<file path="config.mk">
export PLATFORM = sky130hd
export DESIGN_NAME = shared_bus_arbiter
export DESIGN_NICKNAME = d
export VERILOG_FILES = /design/src/rtl/arb_pkg.sv /design/src/rtl/arb_ctl_word.sv /design/src/rtl/arb_own_fsm.sv /design/src/rtl/arb_grant_out.sv /design/src/rtl/shared_bus_arbiter.sv
export SDC_FILE = /design/constraint.sdc
export NUM_CORES = 1
export LEC_CHECK = 0
export ABC_AREA = 0
export ABC_CLOCK_PERIOD_IN_PS = 2000
export BUFFER_PORTS_ARGS = -buffer_cell sky130_fd_sc_hd__buf_2
export CAP_MARGIN = 20
export CORE_AREA = 5 5 42 44
export DETAILED_ROUTE_END_ITERATION = 10
export DIE_AREA = 0 0 47 49
export MAX_ROUTING_LAYER = met4
export PLACE_DENSITY = 0.61
export SYNTH_ARGS = -nofsm -noshare
export SYNTH_HDL_FRONTEND = slang
export SYNTH_HIERARCHICAL = 1
export SYNTH_SLANG_ARGS = --single-unit
</file>
<file path="constraint.sdc">
create_clock -name clk -period 2 [get_ports clk]
set_input_delay 0.3 -clock clk [delete_from_list [all_inputs] [get_ports clk]]
set_output_delay 0.3 -clock clk [all_outputs]
set_load 0.01 [all_outputs]
</file>
<file path="src/rtl/arb_pkg.sv">
// Package: shared types for the dual-host shared bus arbiter.
// Assumes: the control word layout below is decoded by the SMBus
// register front end, so the bit positions are fixed.
package arb_pkg;

    // Bit positions inside the control word (decoded by software)
    localparam int unsigned CW_REQ_BIT  = 0;
    localparam int unsigned CW_GNT_BIT  = 1;
    localparam int unsigned CW_MREQ_BIT = 2;

    // Ownership of the shared bus
    typedef enum logic [1:0] {
        OWN_IDLE  = 2'd0,
        OWN_LPC   = 2'd1,
        OWN_SMB   = 2'd2,
        OWN_FORCE = 2'd3
    } own_state_t;

endpackage

</file>
<file path="src/rtl/arb_ctl_word.sv">
// Module: arb_ctl_word
// Holds the SMBus-visible control word. Only the request and forcing
// bits are writable; the grant bit is inserted from the arbiter state
// on read, and every other bit reads as zero.
// Assumes: synchronous active-low reset; a write lands at the edge on
// which wr_en is sampled high.
module arb_ctl_word #(
    parameter int unsigned WORD_W   = 8,
    parameter int unsigned REQ_POS  = 0,
    parameter int unsigned GNT_POS  = 1,
    parameter int unsigned MREQ_POS = 2
) (
    input  logic              clk,
    input  logic              rst_n,
    input  logic              wr_en,
    input  logic [WORD_W-1:0] wr_data,
    input  logic              gnt,
    output logic              req,
    output logic              mreq,
    output logic [WORD_W-1:0] rd_data
);

    localparam logic [WORD_W-1:0] ONE_HOT_REQ  = WORD_W'(1) << REQ_POS;
    localparam logic [WORD_W-1:0] ONE_HOT_MREQ = WORD_W'(1) << MREQ_POS;
    localparam logic [WORD_W-1:0] WR_MASK      = ONE_HOT_REQ | ONE_HOT_MREQ;

    logic [WORD_W-1:0] bits_q;

    // Store the writable bits; all other bits are masked off on write
    always_ff @(posedge clk) begin
        if (!rst_n) begin
            bits_q <= '0;
        end else if (wr_en) begin
            bits_q <= (bits_q & ~WR_MASK) | (wr_data & WR_MASK);
        end
    end

    // Build the read view: stored bits plus the live grant
    always_comb begin
        rd_data          = bits_q & WR_MASK;
        rd_data[GNT_POS] = gnt;
    end

    // Export the control bits to the ownership logic
    assign req  = bits_q[REQ_POS];
    assign mreq = bits_q[MREQ_POS];

endmodule

</file>
<file path="src/rtl/arb_own_fsm.sv">
// Module: arb_own_fsm
// Ownership state machine. A forcing request beats everything; an
// LPC request beats a normal SMBus request from idle; a normal SMBus
// request is granted only from idle.
// Assumes: req/mreq come from registers; lpc_req is synchronous.
module arb_own_fsm
    import arb_pkg::*;
(
    input  logic       clk,
    input  logic       rst_n,
    input  logic       req,
    input  logic       mreq,
    input  logic       lpc_req,
    output own_state_t state,
    output logic       seize_lpc
);

    own_state_t state_q;
    own_state_t state_d;

    // Choose the next owner from the current owner and the requests
    always_comb begin
        state_d = state_q;
        unique case (state_q)
            OWN_IDLE: begin
                if (mreq)         state_d = OWN_FORCE;
                else if (lpc_req) state_d = OWN_LPC;
                else if (req)     state_d = OWN_SMB;
            end
            OWN_LPC: begin
                if (mreq)          state_d = OWN_FORCE;
                else if (!lpc_req) state_d = OWN_IDLE;
            end
            OWN_SMB: begin
                if (mreq)      state_d = OWN_FORCE;
                else if (!req) state_d = OWN_IDLE;
            end
            OWN_FORCE: begin
                if (!mreq) state_d = req ? OWN_SMB : OWN_IDLE;
            end
            default: state_d = OWN_IDLE;
        endcase
    end

    // Advance the owner register
    always_ff @(posedge clk) begin
        if (!rst_n) begin
            state_q <= OWN_IDLE;
        end else begin
            state_q <= state_d;
        end
    end

    // Flag the step that takes the bus away from an LPC owner
    assign seize_lpc = (state_q == OWN_LPC) && (state_d == OWN_FORCE);
    assign state     = state_q;

endmodule

</file>
<file path="src/rtl/arb_grant_out.sv">
// Module: arb_grant_out
// Decodes the owner into grant outputs, raises retry toward a refused
// LPC request, and registers the one-cycle LPC abort.
// Assumes: seize_lpc is high only in the cycle before the owner moves
// from LPC to forced SMBus ownership.
module arb_grant_out
    import arb_pkg::*;
(
    input  logic       clk,
    input  logic       rst_n,
    input  own_state_t state,
    input  logic       seize_lpc,
    input  logic       lpc_req,
    output logic       smb_gnt,
    output logic       lpc_gnt,
    output logic       lpc_retry,
    output logic       lpc_abort
);

    logic abort_q;

    // Register the abort so it lines up with the loss of lpc_gnt
    always_ff @(posedge clk) begin
        if (!rst_n) begin
            abort_q <= 1'b0;
        end else begin
            abort_q <= seize_lpc;
        end
    end

    // Decode the owner into grants and the retry indication
    always_comb begin
        smb_gnt   = (state == OWN_SMB) || (state == OWN_FORCE);
        lpc_gnt   = (state == OWN_LPC);
        lpc_retry = smb_gnt && lpc_req;
    end

    assign lpc_abort = abort_q;

endmodule

</file>
<file path="src/rtl/shared_bus_arbiter.sv">
// Module: shared_bus_arbiter (top)
// Arbitrates one shared peripheral bus between an LPC-side host and
// an SMBus-side host, using an SMBus-visible control word.
// Assumes: both resets are synchronous and active low; either one
// clears the whole block.
module shared_bus_arbiter
    import arb_pkg::*;
#(
    parameter int unsigned WORD_W = 8
) (
    input  logic              clk,
    input  logic              rst_n,
    input  logic              bus_rst_n,
    input  logic              smb_wr_en,
    input  logic [WORD_W-1:0] smb_wr_data,
    output logic [WORD_W-1:0] smb_rd_data,
    input  logic              lpc_req,
    output logic              lpc_gnt,
    output logic              lpc_retry,
    output logic              lpc_abort,
    output logic              smb_gnt
);

    logic       rst_all_n;
    logic       req;
    logic       mreq;
    logic       seize_lpc;
    own_state_t state;

    // Either reset source clears the block
    assign rst_all_n = rst_n && bus_rst_n;

    arb_ctl_word #(
        .WORD_W  (WORD_W),
        .REQ_POS (CW_REQ_BIT),
        .GNT_POS (CW_GNT_BIT),
        .MREQ_POS(CW_MREQ_BIT)
    ) u_word (
        .clk    (clk),
        .rst_n  (rst_all_n),
        .wr_en  (smb_wr_en),
        .wr_data(smb_wr_data),
        .gnt    (smb_gnt),
        .req    (req),
        .mreq   (mreq),
        .rd_data(smb_rd_data)
    );

    arb_own_fsm u_fsm (
        .clk      (clk),
        .rst_n    (rst_all_n),
        .req      (req),
        .mreq     (mreq),
        .lpc_req  (lpc_req),
        .state    (state),
        .seize_lpc(seize_lpc)
    );

    arb_grant_out u_out (
        .clk      (clk),
        .rst_n    (rst_all_n),
        .state    (state),
        .seize_lpc(seize_lpc),
        .lpc_req  (lpc_req),
        .smb_gnt  (smb_gnt),
        .lpc_gnt  (lpc_gnt),
        .lpc_retry(lpc_retry),
        .lpc_abort(lpc_abort)
    );

endmodule

</file>
==> metrics.md <==
| Metric | Value |
|---|---|
| Status | finished, final reports clean |
| Iteration-0 DRC Markers | 5 |
| Minimum clock period after layout | 1.22 ns |
| Die W | 47 um |
| Hold_buf cts | 0 |
| Share of cells above drive strength 1 | 37.2% |
| Critical Path End Type | primary output |
| # resized after CTS | 0 |
| Met1 global-route usage | 5.75% |
| RSZ-0062 raised after global routing | no |
| Synth top area share | 37.6% |
| GRT met2 Usage | 5.88% |
| Worst-path clk slew | 0.04 ns |
| Residual DRC | 0 |
| Final worst slack | 0.783 ns |
| Syn_area_per_cell | 8.60 um^2 |
| Peak supply drop | 365 uV |
| GR Overflow Total | 0 |
| Via count | 212 |
| Area grow syn2layout | 23.5% |
| #FFs+latches synth | 5 |
| Final Max Slew Viols | 0 |
| Io pins | 25 |
| Most Crowded Layer GR | met2 |
| First-pass GRT wire length | 759 um |
| Slowest stage delay, CP | 0.41 ns |
| Antenna viol nets, final | 0 |
| Crit share post-route | 60.8% |
| FMAX | 822 MHz |
| CTS tree | built |
| Filler Cells Inserted | 166 |
| Kind of critical path | register to primary output |
| Max-cap violation count | 0 |
| Maximum buffer depth of the clock tree | 2 |
| Final setup TNS | 0 ns |
| Clock skew | 0.00235 ns |
| Drt total wl | 510 um |
| Diodes inserted | 0 |
| Vias in the first global route | 179 |
| CTS root buf | clkbuf_4 |
| Post-CTS Setup Repair Bufs | 0 |
| Post-synthesis sequential area ratio | 37.6% |
| Crit path cell chain | and2_1, buf_2 |
| HP Class | input port to register |
| Place WS | 1.02 ns |
| Worst path slowest cell | dfxtp_1 |
| Nets | 57 |
| Die area | 2300 um^2 |
| Register area | 100 um^2 |
| CTS sink count | 5 |
| H-tree Lvls | 1 |
| Drt pass-1 iters | 4 |
| Data required time of the critical path | 1.70 ns |
| Rows | 14 |
| Core Util, Final | 23.5% |
| CP Buf/Inv Count | 1 |
| Fin. Hold Viols | 0 |
| Largest net degree at the start of global routing | 8 |
| CP arrival | 0.92 ns |
| Initial Utilization | 19.0% |
| Die Y | 49 um |
| CTS buffer count | 3 |
| Initial antenna violation count | 0 |
| Pwr dens | 752 nW/um^2 |
| Clk_lat worst skew | 0.24 ns |
| Total GRT Usage | 5.28% |
| GR Util met3 | 5.54% |
| Leak Pwr | 0.174 nW |
| Footprint of the multi-input gates | 118 um^2 |
| CP startpoint kind | register |
| Worst Reg-to-Reg Cells | 2 |
| Critical path depth | 2 |
| Internal reg-to-reg setup slack | 1.25 ns |
| Yosys warns | 6 |
| Post-Synthesis Cell Area | 267 um^2 |
| Synth Instances | 31 |
| Core area | 1400 um^2 |
| Final setup viols | 0 |
| CP Max Fanout | 7 |
| Largest area contributor in the netlist | dfxtp_1 |
| IO buf count | 13 |
| Synth unique cells | 13 |
| Via density | 3.59 |
| RD Place Congestion | 0.647 |
| Delay-heaviest family, CP | flip-flops |
| WL per Instance | 8.64 um |
| Hold depth | 3 |
| Top cells by area, synth | dfxtp_1, buf_4, nor2b_1 |
## layout make-up
class / count / share of cell area, %
Clock buffer: 4 / 7.98
Sequential cell: 5 / 30.4
Multi-Input combinational cell: 21 / 35.7
Tap cell: 16 / 6.08
Timing Repair Buffer: 13 / 19.8
## state kept, by name, summed over array words and instances (netlist names)
name             cells
u_fsm/state          2
u_out/lpc_abort      1
u_word/bits_q        2
## cell usage in the layout (no fill, tap or decap), types with 2 or more instances in the layout
master and instances:
and2_1 3, nor2_1 2, buf_2 13, conb_1 5, nor2b_1 4, clkbuf_4 3, dfxtp_1 5, mux2i_1 2
## synth_stat cells
cell type and number:
dfxtp_1 5, mux2i_1 2, o21ai_0 1, and2_1 3
or2_0 1, nor2b_1 4, buf_4 8, nand2_1 1
nor2_1 2, conb_1 1, a21oi_1 1, o21a_1 1
clkbuf_1 1
## through the flow
step,hold slack (ns),total power [W],instances,instance area [um^2]
final,0.320,0.000247,59,329
after global routing,0.341,0.000263,59,329
after CTS,0.316,0.000253,59,329
after detailed placement,0.529,0.000131,55,303
after global placement,0.526,0.000131,55,303
after floorplan,0.469,0.000130,35,282
## final timing paths
path,startpoint,to
max,u_fsm/state[1],lpc_retry
max reg2reg,u_fsm/state[1],u_fsm/state[0]
min,smb_wr_data[2],u_word/bits_q[2]
min reg2reg,u_word/bits_q[0],u_word/bits_q[0]
## power by group
group	switching (W)	leakage (nW)	total [W]	internal, W
sequential	0.00000232	0.0406	0.000105	0.000103
combinational	0.0000128	0.118	0.0000243	0.0000115
clock	0.0000426	0.0150	0.000118	0.0000755
## per-layer routing
| layer | vias to the layer above | routed length [um] |
|---|---|---|
| met3 | 0 | 108 |
| met2 | 17 | 205 |
| li1 | 108 | - |
| met4 | 0 | 0 |
| met5 | - | 0 |
| met1 | 87 | 196 |
## tightest hold or removal path: stages
cell and delay, ns:
buf_2 0.07, mux2i_1 0.05, nor2b_1 0.09
## cell families (layout without fill, tap and decap cells)
| kind of cell | after synthesis | count (layout) | synth area share (%) |
|---|---|---|---|
| other | 1 | 5 | 1.41 |
| AND/OR/NAND/NOR | 11 | 11 | 23.0 |
| flip-flops | 5 | 5 | 37.6 |
| buffers and inverters | 9 | 17 | 23.9 |
| multiplexers | 2 | 2 | 7.51 |
| AO/OA/AOI/OAI | 3 | 3 | 6.57 |
Power figures use the tool's default switching activity.
